`config.mk`:
```
export PLATFORM = sky130hd
export DESIGN_NAME = rx_err_stats
export DESIGN_NICKNAME = d
export VERILOG_FILES = /design/src/rtl/rx_err_stats.sv
export SDC_FILE = /design/constraint.sdc
export NUM_CORES = 1
export LEC_CHECK = 0
export CAP_MARGIN = 10
export CORE_MARGIN = 10
export CORE_UTILIZATION = 30
export CTS_CLUSTER_SIZE = 30
export DETAILED_ROUTE_END_ITERATION = 7
export SLEW_MARGIN = 10
export SYNTH_ARGS = -nofsm -noshare
export SYNTH_HDL_FRONTEND = slang
export SYNTH_SLANG_ARGS = --single-unit
```
`constraint.sdc`:
```
create_clock -name clk -period 1.9 [get_ports clk]
set_clock_uncertainty 0.2 [all_clocks]
set_input_delay 0.475 -clock clk [delete_from_list [all_inputs] [get_ports clk]]
set_output_delay 0.475 -clock clk [all_outputs]
set_load 0.005 [all_outputs]
```
`src/rtl/rx_err_stats.sv`:
```
module rx_err_stats #(
  parameter int CW = 8,
  parameter int DW = 32
) (
  input  logic          clk,
  input  logic          rst_n,
  input  logic          crc_err_i,
  input  logic          frame_err_i,
  input  logic          ovf_err_i,
  input  logic          miss_i,
  input  logic          rx_done_i,
  input  logic          tx_done_i,
  input  logic          reg_wr_i,
  input  logic          reg_rd_i,
  input  logic [1:0]    reg_addr_i,
  input  logic [DW-1:0] reg_wdata_i,
  output logic [DW-1:0] reg_rdata_o,
  output logic          irq_o
);
  localparam int NCNT = 4;
  localparam int SW   = 6;
  localparam logic [1:0] A_STAT = 2'd0, A_EN = 2'd1, A_ERR = 2'd2, A_MISS = 2'd3;

  logic [NCNT-1:0] ev, clr, wrap;
  logic [CW-1:0]   cnt [NCNT];
  logic [SW-1:0]   st, st_set, st_clr;
  logic [2:0]      en;

  assign ev = {miss_i, ovf_err_i, frame_err_i, crc_err_i};

  for (genvar k = 0; k < NCNT; k++) begin : g_cnt
    localparam logic [1:0] MY_A = (k == 3) ? A_MISS : A_ERR;
    localparam int SB = (k == 3) ? 2 : k + 3;
    assign clr[k]  = reg_rd_i && reg_addr_i == MY_A;
    assign wrap[k] = ev[k] && !clr[k] && (&cnt[k]);

    always_ff @(posedge clk or negedge rst_n)
      if (!rst_n)      cnt[k] <= '0;
      else if (clr[k]) cnt[k] <= CW'(ev[k]);
      else if (ev[k])  cnt[k] <= cnt[k] + 1'b1;

    p_count_step_r3: assert property (@(posedge clk) disable iff (!rst_n)
      (ev[k] && !clr[k] && !(&cnt[k])) |=> cnt[k] == CW'($past(cnt[k]) + 1'b1));
    p_wrap_flag_r3: assert property (@(posedge clk) disable iff (!rst_n)
      (ev[k] && !clr[k] && (&cnt[k])) |=> (st[SB] && cnt[k] == '0));
    p_rdclr_r5: assert property (@(posedge clk) disable iff (!rst_n)
      clr[k] |=> cnt[k] == CW'($past(ev[k])));
  end

  assign st_set = {wrap[2], wrap[1], wrap[0], wrap[3], tx_done_i, rx_done_i};
  assign st_clr = (reg_wr_i && reg_addr_i == A_STAT) ? reg_wdata_i[SW-1:0] : '0;

  always_ff @(posedge clk or negedge rst_n)
    if (!rst_n) begin
      st <= '0;
      en <= '0;
    end else begin
      st <= (st & ~st_clr) | st_set;
      if (reg_wr_i && reg_addr_i == A_EN) en <= reg_wdata_i[2:0];
    end

  assign irq_o = (st[0] & en[0]) | (st[1] & en[1]) | ((|st[5:2]) & en[2]);

  always_comb begin
    reg_rdata_o = '0;
    if (reg_rd_i)
      case (reg_addr_i)
        A_STAT: reg_rdata_o[SW-1:0] = st;
        A_EN:   reg_rdata_o[2:0]    = en;
        A_ERR:  reg_rdata_o[3*CW-1:0] = {cnt[2], cnt[1], cnt[0]};
        default: reg_rdata_o[CW-1:0] = cnt[3];
      endcase
  end

  p_w1c_r4: assert property (@(posedge clk) disable iff (!rst_n)
    (reg_wr_i && reg_addr_i == A_STAT && reg_wdata_i[0] && !rx_done_i) |=> !st[0]);
  p_hold_r4: assert property (@(posedge clk) disable iff (!rst_n)
    (st[1] && !(reg_wr_i && reg_addr_i == A_STAT)) |=> st[1]);
  p_done_flag_r7: assert property (@(posedge clk) disable iff (!rst_n)
    rx_done_i |=> st[0]);
  p_irq_mask_r6: assert property (@(posedge clk) disable iff (!rst_n)
    (en == 3'b000) |-> !irq_o);
endmodule

```
# Word-level counts from Yosys, hierarchy flattened
# Cells that the tools add are included.
[word_totals]
latchBits = 0
out_inout_bits = 33
reg_bits = 41
in_bits = 44
elab_cells = 60
rom_bits = 0
n_memories = 0
ramBits = 0
[classes]
mux = 14
order_cmp = 0
n_shift = 0
bitwise_logic = 8
eq_ne = 3
mul = 0
n_reduce_logical = 25
div = 0
addsub = 4
[op_table]
columns = ["operator", "count"]
rows = [
  ["$mux 8", 8],
  ["$add 8x1->8 const B", 4],
  ["$reduce_and 8->1", 4],
  ["$mux 24", 1],
  ["$pmux 3 s3", 2],
  ["$mux 16", 1],
  ["$logic_and 1x1->1", 12],
  ["$reduce_bool 2->1", 4],
  ["$and 6x6->6", 1],
  ["$mux 6", 1],
  ["$not 6->6", 1],
  ["$or 6x6->6", 1],
  ["$eq 2x2->1 const B", 2],
  ["$pmux 2 s2", 1],
  ["$reduce_or 4->1", 1],
  ["$and 1x1->1", 3],
  ["$eq 2x1->1 const B", 1],
  ["$logic_not 1->1", 2],
  ["$logic_not 2->1", 1],
  ["$or 1x1->1", 2],
  ["$reduce_or 2->1", 1],
]

# Depth between registers and ports, before layout
# Gate-level depths: netlist of the first run.
[logic_depth]
ltp_word = 6
ltp_mapped = 5
ltp_nobuf = 4

# Worst setup path before layout of the first run
# Ideal clock, no wire load.
[synth_timing]
kind = "input to output"
startpoint = "input port reg_addr_i[0]"
endpoint = "output port reg_rdata_o[2]"
path_slack_ns = 0.077
t_required_ns = 1.225
stages = 2
path_buffers = 0
t_arrival_ns = 1.148
path_cell_list = "mux4_1 -> and2_1"
[synth_via]
elab_chain_cells = 3
word_cells_on_any_way = 5
cone_classes = "eq/ne: 2; mux: 2; reduce/logical: 1"
[synth_lines]
columns = ["element", "line", "rtl"]
rows = [
  ["start: declaration", "15", "input logic [1:0] reg_addr_i,"],
  ["$eq 2x2->1, or another cell as far along", "67", "case (reg_addr_i)"],
  ["$pmux 3 s3 (*)", "67", ""],
  ["$mux 24 (*)", "66", "if (reg_rd_i)"],
  ["end: declaration", "17", "output logic [DW-1:0] reg_rdata_o,"],
]
# Mark *: on every way between the ends. The rest lies on a longest branch, timed or not.

# Worst setup path after layout of the first run
[layout_timing]
startpoint = "register cnt[26] in the netlist's numbering"
endpoint = "output port reg_rdata_o[2]"
[layout_via]
elab_chain_cells = 2
[layout_lines]
columns = ["element", "line", "rtl"]
rows = [
  ["start: declaration", "25", "logic [CW-1:0] cnt [NCNT];"],
  ["start signal: indexed assignment", "39", "else if (clr[k]) cnt[k] <= CW'(ev[k]);"],
  ["start signal: indexed assignment", "40", "else if (ev[k]) cnt[k] <= cnt[k] + 1'b1;"],
  ["$pmux 3 s3", "67", ""],
  ["$mux 24", "66", ""],
]
# Every way passes these cells.

==> results of run 1 <==
-- layout make-up --
cell class / instances / area (um^2) / share of cell area
clock buffers: 6 / 82.6 / 0.0238
clock inverters: 2 / 37.5 / 0.0108
multi-input cells: 183 / 1260 / 0.363
flip-flops and latches: 41 / 1030 / 0.296
well taps: 99 / 124 / 0.0357
repair buffers: 103 / 936 / 0.270
-- power breakdown --
part	total, W	switching (W)	internal (W)	leakage [nW]
registers	0.00124	0.000179	0.00106	0.531
clock network	0.000736	0.000309	0.000427	0.0574
logic	0.000955	0.000419	0.000537	1.03
-- sequential cells by signal (all words and copies together) (netlist names) --
signal / flops
cnt: 32
en: 3
st: 6
-- routing by layer --
layer | share of wire | vias up | wire, um
li1 | - | 1009 | -
met1 | 0.45 | 992 | 2740
met2 | 0.47 | 45 | 2880
met3 | 0.075 | 4 | 459
met4 | 0.0096 | 0 | 59
met5 | 0 | - | 0
-- per-stage QoR --
| stage | hold slack, ps | setup WS [ps] |
|---|---|---|
| 3_5_place_dp | 266 | -993 |
| 6_report | 337 | -209 |
| 3_3_place_gp | 265 | -989 |
| 5_1_grt | 368 | -275 |
| 4_1_cts | 340 | -246 |
| 2_1_floorplan | -20.6 | 77.0 |
-- worst register-to-register path, stage by stage (launching register included) --
cell     delay (ps)
dfrtp_1         370
buf_4           110
buf_4           110
ha_1            170
nand3_1         130
or3_1           360
a21oi_1         170
-- worst paths after layout --
kind,cells after the start,endpoint,startpoint
setup / recovery,3,reg_rdata_o[2],cnt[26]
hold / removal,1,en[0],en[0]
setup reg to reg,6,cnt[6],cnt[1]
hold reg to reg,1,en[0],en[0]
max in group asynchronous,3,cnt[28],rst_n
min in group asynchronous,3,cnt[17],rst_n
-- kinds of logic (layout without fill, tap and decap cells) --
group,Yosys count,count (layout),share of synthesized area
XOR/XNOR,16,16,0.0605
adder cells (fa/ha/maj),4,4,0.0216
multiplexers,13,13,0.0757
AND/OR/NAND/NOR,105,105,0.245
flip-flops,41,41,0.443
other,1,8,0.00162
buffers and inverters,19,111,0.0595
AO/OA/AOI/OAI,37,37,0.0924
-- layout by cell type, fill, tap and decap left out, drive strengths merged, types with 2 or more instances in the layout --
cell type      Yosys  final
clkdlybuf4s50      0     13
a21oi             12     12
nand2             24     24
nand3             10     10
a22o               2      2
o21ai             15     15
ha                 4      4
a21o               6      6
mux4               3      3
xor2              12     12
mux2i              7      7
mux2               3      3
nand3b             2      2
xnor2              4      4
and2              22     22
clkbuf             0      6
dfrtp             41     41
buf               19     89
or3               12     12
nor2              16     16
nand4             12     12
nor4               4      4
conb               1      8
-- repair_timing --
| item | in CTS | in global routing |
|---|---|---|
| hold buffers | 1 | 0 |
| endpoints found under the hold margin | 41 | 0 |
| buffers inserted | 15 | 2 |
| gates resized for setup | 161 | 24 |
| gates cloned | 2 | 0 |
| setup endpoints to repair | 28 | 26 |
| pin swaps | 18 | 6 |
==> summary.txt, run 1 <==
status -> finished, violations left
failing checks -> setup timing
Top delay family on crit path -> multiplexers
Arr. time, crit path -> 1430 ps
largest net degree at the start of global routing -> 42
post-route setup TNS -> -2750 ps
CP Cell Sequence -> mux4_2 > and2_4 > buf_6
Yosys reg bits -> 41
Post-synth top cells -> 41 x dfrtp_1, 24 x nand2_1, 22 x and2_1, 16 x nor2_1, 15 x o21ai_0
first-pass GRT wire length -> 10.1 mm
ratio of cells with drive above 1 in the final layout -> 0.388
Mapped Area -> 2310 um^2
# port buffers -> 42
CP Capture Type -> output pin
largest area contributor in the netlist -> dfrtp_1
final-stage net count -> 382
Placer Congestion -> 0.830
grt ovf -> 0
final number of hold-violating endpoints -> 0
final core utilization -> 0.470
LEAKAGE -> 1.62 nW
Detailed Route Iter0 Violations -> 70
ys flop type -> dfrtp_1
asr flop ratio synth -> 1.00
vias per cell -> 4.72
gr busiest metal -> met2
FMAX -> 0.474 GHz
CP Class -> flip-flop to output pin
RSZ-0062 raised after global routing -> yes
ANT cells -> 0
CTS buffer count -> 5
Via Count -> 2050
final slew viol count -> 0
die area -> 11600 um^2
Die Y-Extent -> 108 um
Netlist cell types -> 30
root buf cell -> clkbuf_8
later-pin clock latency in the skew report -> 290 ps
vias in the first global route -> 2080
setup ws final -> -209 ps
Post-Route WL -> 6.14 mm
CTS max path bufs -> 2
Post-Place Cells -> 410
fin cells -> 434
IO Count -> 77
Final Cycle Share -> 1.11
initial antenna violation count -> 0
critical path required time -> 1220 ps
Fill cells -> 716
met2 Resource Use GR -> 0.174
post-synthesis average cell area -> 9.81 um^2
clk sinks -> 41
worst min-delay path category -> flip-flop to flip-flop
Ys Warns -> 0
share of the synthesized area in the top cell type -> 0.443
drt drc -> 0
met3 layer usage reported by global route -> 0.0377
largest stage delay on the critical path -> 460 ps
Avg WL per Cell -> 14.1 um
total power -> 0.00293 W
VDD IR max -> 516 uV
Die Wd -> 108 um
placed cell areas -> 3090 um^2
Antenna Nets Post-Route -> 0
Layout Area Growth over Synthesis -> 49.8%
EDFF count, synth -> 0
dpl hpwl -> 4.58 mm
design area -> 3470 um^2
Final setup viols -> 24
cell with the most instances after synthesis -> dfrtp_1
Crit path buffers/inverters -> 1
fin crit period -> 2110 ps
Clock transition at path regs -> 80 ps
reg2reg setup slack -> 210 ps
crit-path max FO -> 2
htree depth -> 2
Rows -> 31
DR pass1 iterations -> 4
GRT Util Overall -> 0.107
CTS tree -> yes
Setup crit start kind -> flip-flop
M1 GR Usage -> 0.131
Initial Utilization -> 0.314
Core Region -> 7370 um^2
synth top area cells -> dfrtp_1 44%, and2_1 5.9%, xor2_1 4.5%, buf_4 3.9%, nand2_1 3.9%
Max Cap Viol -> 0
cell at the slowest stage of the critical path -> mux4_2
Post-Synthesis Cells -> 236
P per Cell Area -> 845 nW/um^2
sequential area share after synthesis -> 0.443
No activity file was read; power rests on OpenSTA's default activity.
==> run 2, diff against run 1 <==
--- a/config.mk
+++ b/config.mk
@@ -10,6 +10,7 @@
 export CORE_UTILIZATION = 30
 export CTS_CLUSTER_SIZE = 30
 export DETAILED_ROUTE_END_ITERATION = 7
+export PLACE_DENSITY_LB_ADDON = 0.25
 export SLEW_MARGIN = 10
 export SYNTH_ARGS = -nofsm -noshare
 export SYNTH_HDL_FRONTEND = slang
==> constraint.sdc (replaced) <==
create_clock -name clk -period 2.7 [get_ports clk]
set_clock_uncertainty 0.2 [all_clocks]
set_input_delay 0.675 -clock clk [delete_from_list [all_inputs] [get_ports clk]]
set_output_delay 0.675 -clock clk [all_outputs]
set_load 0.005 [all_outputs]
==> run 2 against run 1 <==
  * The run now ends clean
  * Sequential share of layout area up 4.6 points
  * First-iteration DRC count is 31% higher
  * Worst hold slack lost 100 ps
  * Worst setup slack improved by 260 ps
  * Die area did not move
  * Utilization shrank 6.4 points
  * Via count down 8.6%
  * Sequential power decreased by 26%
  * Total power down 36%
  * Wire length down 7.7%
  * Cell area is 14% lower
  * Largest cell class unchanged
==> summary.txt, run 2 (synthesis results as in run 1) <==
cell at the slowest stage of the critical path -> dlygate4sd2_1
Fill cells -> 762
Rows -> 31
vias per cell -> 4.79
Core Region -> 7370 um^2
Final Cycle Share -> 0.982
post-route setup TNS -> 0 ps
largest stage delay on the critical path -> 240 ps
IO Count -> 77
CTS max path bufs -> 2
fin cells -> 391
FMAX -> 0.377 GHz
max reg flops -> 32
Avg WL per Cell -> 14.5 um
CTS buffer count -> 5
dpl hpwl -> 4.14 mm
design area -> 3000 um^2
GRT Util Overall -> 0.0987
RSZ-0062 raised after global routing -> no
CP Capture Type -> output pin
Layout Area Growth over Synthesis -> 29.5%
final-stage net count -> 339
first-pass GRT wire length -> 9.29 mm
Arr. time, crit path -> 1780 ps
CP most frequent cell -> buf_12
vias in the first global route -> 1863
Max Cap Viol -> 0
final number of hold-violating endpoints -> 0
CTS tree -> yes
largest net degree at the start of global routing -> 42
worst reg2reg path depth -> 4
placed cell areas -> 2860 um^2
Crit path buffers/inverters -> 4
Clock transition at path regs -> 90 ps
hold_buf cts -> 0
Biggest register -> cnt
crit-path max FO -> 12
Setup crit start kind -> input pin
CP Class -> input pin to output pin
ratio of cells with drive above 1 in the final layout -> 0.158
worst slew pin tran -> 544 ps
pre-CTS setup slack -> -626 ps
CP Cell Sequence -> dlygate4sd2_1 > and3b_2 > buf_12 > buf_12 > and2_1 > clkdlybuf4s15_1
critical path required time -> 1820 ps
Post-Place Cells -> 379
Min Hold Slack -> 233 ps
commonest cells after routing, fill and taps aside -> 41 x dfrtp_1, 24 x nand2_1, 21 x and2_1, 16 x nor2_1, 15 x o21ai_0
Antenna Nets Post-Route -> 0
Post-Route WL -> 5.67 mm
htree depth -> 2
DR pass1 iterations -> 4
die area -> 11600 um^2
Via Count -> 1874
clk sinks -> 41
Die Wd -> 108 um
Top delay family on crit path -> buffers and inverters
grt ovf -> 0
Top Registers -> cnt x32, st x6, en x3
# port buffers -> 42
Die Y-Extent -> 108 um
ANT cells -> 0
Initial Utilization -> 0.314
Detailed Route Iter0 Violations -> 92
Critical Path Stages -> 6
setup ws final -> 48.5 ps
Placer Congestion -> 0.794
drt drc -> 0
final slew viol count -> 0
P per Cell Area -> 625 nW/um^2
Final setup viols -> 0
later-pin clock latency in the skew report -> 300 ps
worst min-delay path category -> input pin to asynchronous set/reset pin
VDD IR max -> 327 uV
initial antenna violation count -> 0
status -> finished, final reports clean
LEAKAGE -> 1.35 nW
commonest non-fill, non-tap cell in the layout -> dfrtp_1
fin crit period -> 2650 ps
Rel. slew slack -> 0.637
root buf cell -> clkbuf_8
run 2: cell count changes in the layout (fill, tap and decap cells not counted), sizes merged:
cell and delta:
dlygate4sd3 -1, buf -63, clkdlybuf4s15 +12, clkdlybuf4s50 +1
dlygate4sd2 +7, clkinv +1
run 2: final cells by class:
class	instances	area, um^2	share of cell area
Clock buffer	5	68.8	0.0230
Multi-Input combinational cell	183	1180	0.393
Sequential cell	41	1030	0.342
Timing Repair Buffer	60	556	0.185
Tap cell	99	124	0.0413
Clock inverter	3	46.3	0.0154
run 2: final timing paths:
| kind | from | to | slack (ps) |
|---|---|---|---|
| min reg2reg | st[2] | st[2] | 320 |
| max in group asynchronous | rst_n | cnt[11] | 1690 |
| min in group clk | st[2] | st[2] | 320 |
| min | rst_n | st[0] | 230 |
| max | reg_rd_i | reg_rdata_o[12] | 50 |
| max reg2reg | cnt[1] | cnt[6] | 1130 |
run 2: where the power goes:
part | internal, W | switching [W] | leakage [nW]
combinational | 0.000237 | 0.000198 | 0.762
clock | 0.000277 | 0.000243 | 0.0543
sequential | 0.000744 | 0.000173 | 0.533
total | 0.00126 | 0.000614 | 1.35
run 2: per-stage QoR:
step,total power (W),utilization
floorplan,0.00119,-
global placement,0.00136,0.388
detailed placement,0.00138,0.388
CTS,0.00190,0.410
global route,0.00201,0.407
finish,0.00187,0.407
run 2: per-layer routing:
layer,global-route usage,share of wire
met1,0.123,0.46
met2,0.158,0.46
met3,0.0359,0.071
met4,0.0229,0.0076
met5,0,0
run 2: what timing repair did:
action                                  4_1_cts  5_1_grt
hold endpoints to repair                      0        0
gates resized for setup                      60       10
cloned                                        1        0
endpoints found under the setup margin       24       11
pin swaps                                     1        0
buffers inserted                              4        0
run 2: worst reg2reg max path: cells and delay by family (launching register included):
kind	cells	cell delay, ps
compound gates	1	160
fa+ha+maj	1	220
flops	1	440
simple gates	2	480
==> run 3, diff against run 2 <==
==> constraint.sdc (replaced) <==
create_clock -name clk -period 2.7 [get_ports clk]
set_clock_uncertainty 0.2 [all_clocks]
set_input_delay 0.27 -clock clk [delete_from_list [all_inputs] [get_ports clk]]
set_output_delay 0.27 -clock clk [all_outputs]
set_load 0.005 [all_outputs]
==> run 3 against run 2 <==
  * First-iteration DRC count shrank 18%
  * Highest routed layer unchanged
  * Total power about the same
  * Non-clock buffer count shrank 9
  * Worst hold slack improved by 89 ps
  * Cell count down 2.3%
  * Register-to-register slack better by 20 ps
==> summary.txt, run 3 (synthesis results as in run 1) <==
status -> finished, final reports clean
post-CTS setup buffers -> 0
htree depth -> 2
Crit path buffers/inverters -> 3
Post-Place Cells -> 373
ratio of cells with drive above 1 in the final layout -> 0.0848
commonest cells after routing, fill and taps aside -> 41 x dfrtp_1, 41 x clkdlybuf4s50_1, 24 x nand2_1, 22 x and2_1, 16 x nor2_1
Top Registers -> cnt x32, st x6, en x3
Layout Area Growth over Synthesis -> 27.1%
largest stage delay on the critical path -> 570 ps
hold_buf cts -> 1
Fill cells -> 743
FMAX -> 0.392 GHz
# port buffers -> 42
Max Cap Viol -> 0
Critical Path Stages -> 5
vias per cell -> 4.80
sequential power share -> 0.492
Initial Utilization -> 0.314
final slew viol count -> 0
GRT Util Overall -> 0.0971
dpl hpwl -> 4.08 mm
IO Count -> 77
ANT cells -> 0
Die Y-Extent -> 108 um
LEAKAGE -> 1.25 nW
Top delay family on crit path -> buffers and inverters
Internal -> 0.00129 W
CP Class -> input pin to output pin
Post-Route WL -> 5.38 mm
clock power share -> 0.277
die area -> 11600 um^2
DR pass1 iterations -> 4
Hold Crit Depth -> 1
Avg WL per Cell -> 14.1 um
first-pass GRT wire length -> 9.04 mm
Setup crit start kind -> input pin
crit-path max FO -> 33
final-stage net count -> 330
RSZ-0062 raised after global routing -> no
total power -> 0.00187 W
Detailed Route Iter0 Violations -> 75
largest net degree at the start of global routing -> 42
cell at the slowest stage of the critical path -> clkdlybuf4s50_1
later-pin clock latency in the skew report -> 300 ps
Antenna Nets Post-Route -> 0
root buf cell -> clkbuf_8
Reg area -> 1030 um^2
max reg flops -> 32
drt drc -> 0
fin cells -> 382
area of the multi-input gates -> 1180 um^2
RR Endpoint -> st[2]
final core utilization -> 0.399
Rows -> 31
post-route setup TNS -> 0 ps
CTS buffer count -> 5
CTS tree -> yes
Clock transition at path regs -> 80 ps
VDD IR max -> 280 uV
grt ovf -> 0
CP Capture Type -> output pin
Via Count -> 1832
Gates resized, CTS repair -> 0
Arr. time, crit path -> 2080 ps
NetSw -> 0.000585 W
Worst Setup EP -> reg_rdata_o[17]
Biggest register -> cnt
Net Sw Frac -> 0.313
r2r startpoint -> cnt[1]
Die Wd -> 108 um
clk sinks -> 41
reg2reg setup slack -> 1150 ps
worst slew pin tran -> 534 ps
design area -> 2940 um^2
CP Cell Sequence -> clkdlybuf4s50_1 > and3b_1 > buf_12 > and2_1 > clkdlybuf4s50_1
final number of hold-violating endpoints -> 0
Core Region -> 7370 um^2
CTS max path bufs -> 2
worst reg2reg path depth -> 4
Final setup viols -> 0
placed cell areas -> 2820 um^2
vias in the first global route -> 1825
Final Cycle Share -> 0.945
combinational group share of total power -> 0.231
initial antenna violation count -> 0
CP most frequent cell -> clkdlybuf4s50_1
CP Launch Point -> reg_addr_i[1]
worst min-delay path category -> flip-flop to flip-flop
Placer Congestion -> 0.785
critical path required time -> 2230 ps
P per Cell Area -> 636 nW/um^2
Rel. slew slack -> 0.644
fin crit period -> 2550 ps
run 3: cell count changes in the layout (fill, tap and decap cells not counted), sizes merged:
cell and change:
dlygate4sd2 -7, dlygate4sd3 +1, clkinv -1, clkbuf +1, clkdlybuf4s15 -12, buf -17
clkinvlp -1, clkdlybuf4s50 +27
run 3: area by class of cell:
class	instances	area share
Multi-Input combinational cell	183	0.400
Clock buffer	7	0.0293
Clock inverter	1	0.0102
Tap cell	99	0.0421
Sequential cell	41	0.349
Timing Repair Buffer	51	0.169
run 3: how the worst min path moves through the flow:
stage | startpoint | end | slack (ps)
after global routing | st[2] | st[2] | 340
after detailed placement | rst_n | en[1] | 180
after global placement | rst_n | st[0] | 180
final | st[2] | st[2] | 320
after floorplan | rst_n | cnt[0] | -230
after CTS | st[2] | st[2] | 320
run 3: power by group through the flow:
stage          combinational [W]  clock [W]  sequential (W)
6_report                0.000433   0.000518        0.000920
5_1_grt                 0.000501   0.000562        0.000947
4_1_cts                 0.000443   0.000537        0.000922
3_5_place_dp            0.000439          0        0.000935
3_3_place_gp            0.000428          0        0.000931
2_1_floorplan           0.000313          0        0.000879
run 3: routing by layer:
metal	wire, um	global-route usage
met1	2510	0.122
met2	2360	0.149
met3	430	0.0359
met4	70	0.0344
met5	0	0
run 3: through the flow:
step / worst slack, ps / hold slack, ps
finish: 148 / 322
global route: 24.2 / 339
CTS: 121 / 322
detailed placement: 121 / 176
global placement: 150 / 180
floorplan: 1190 / -226
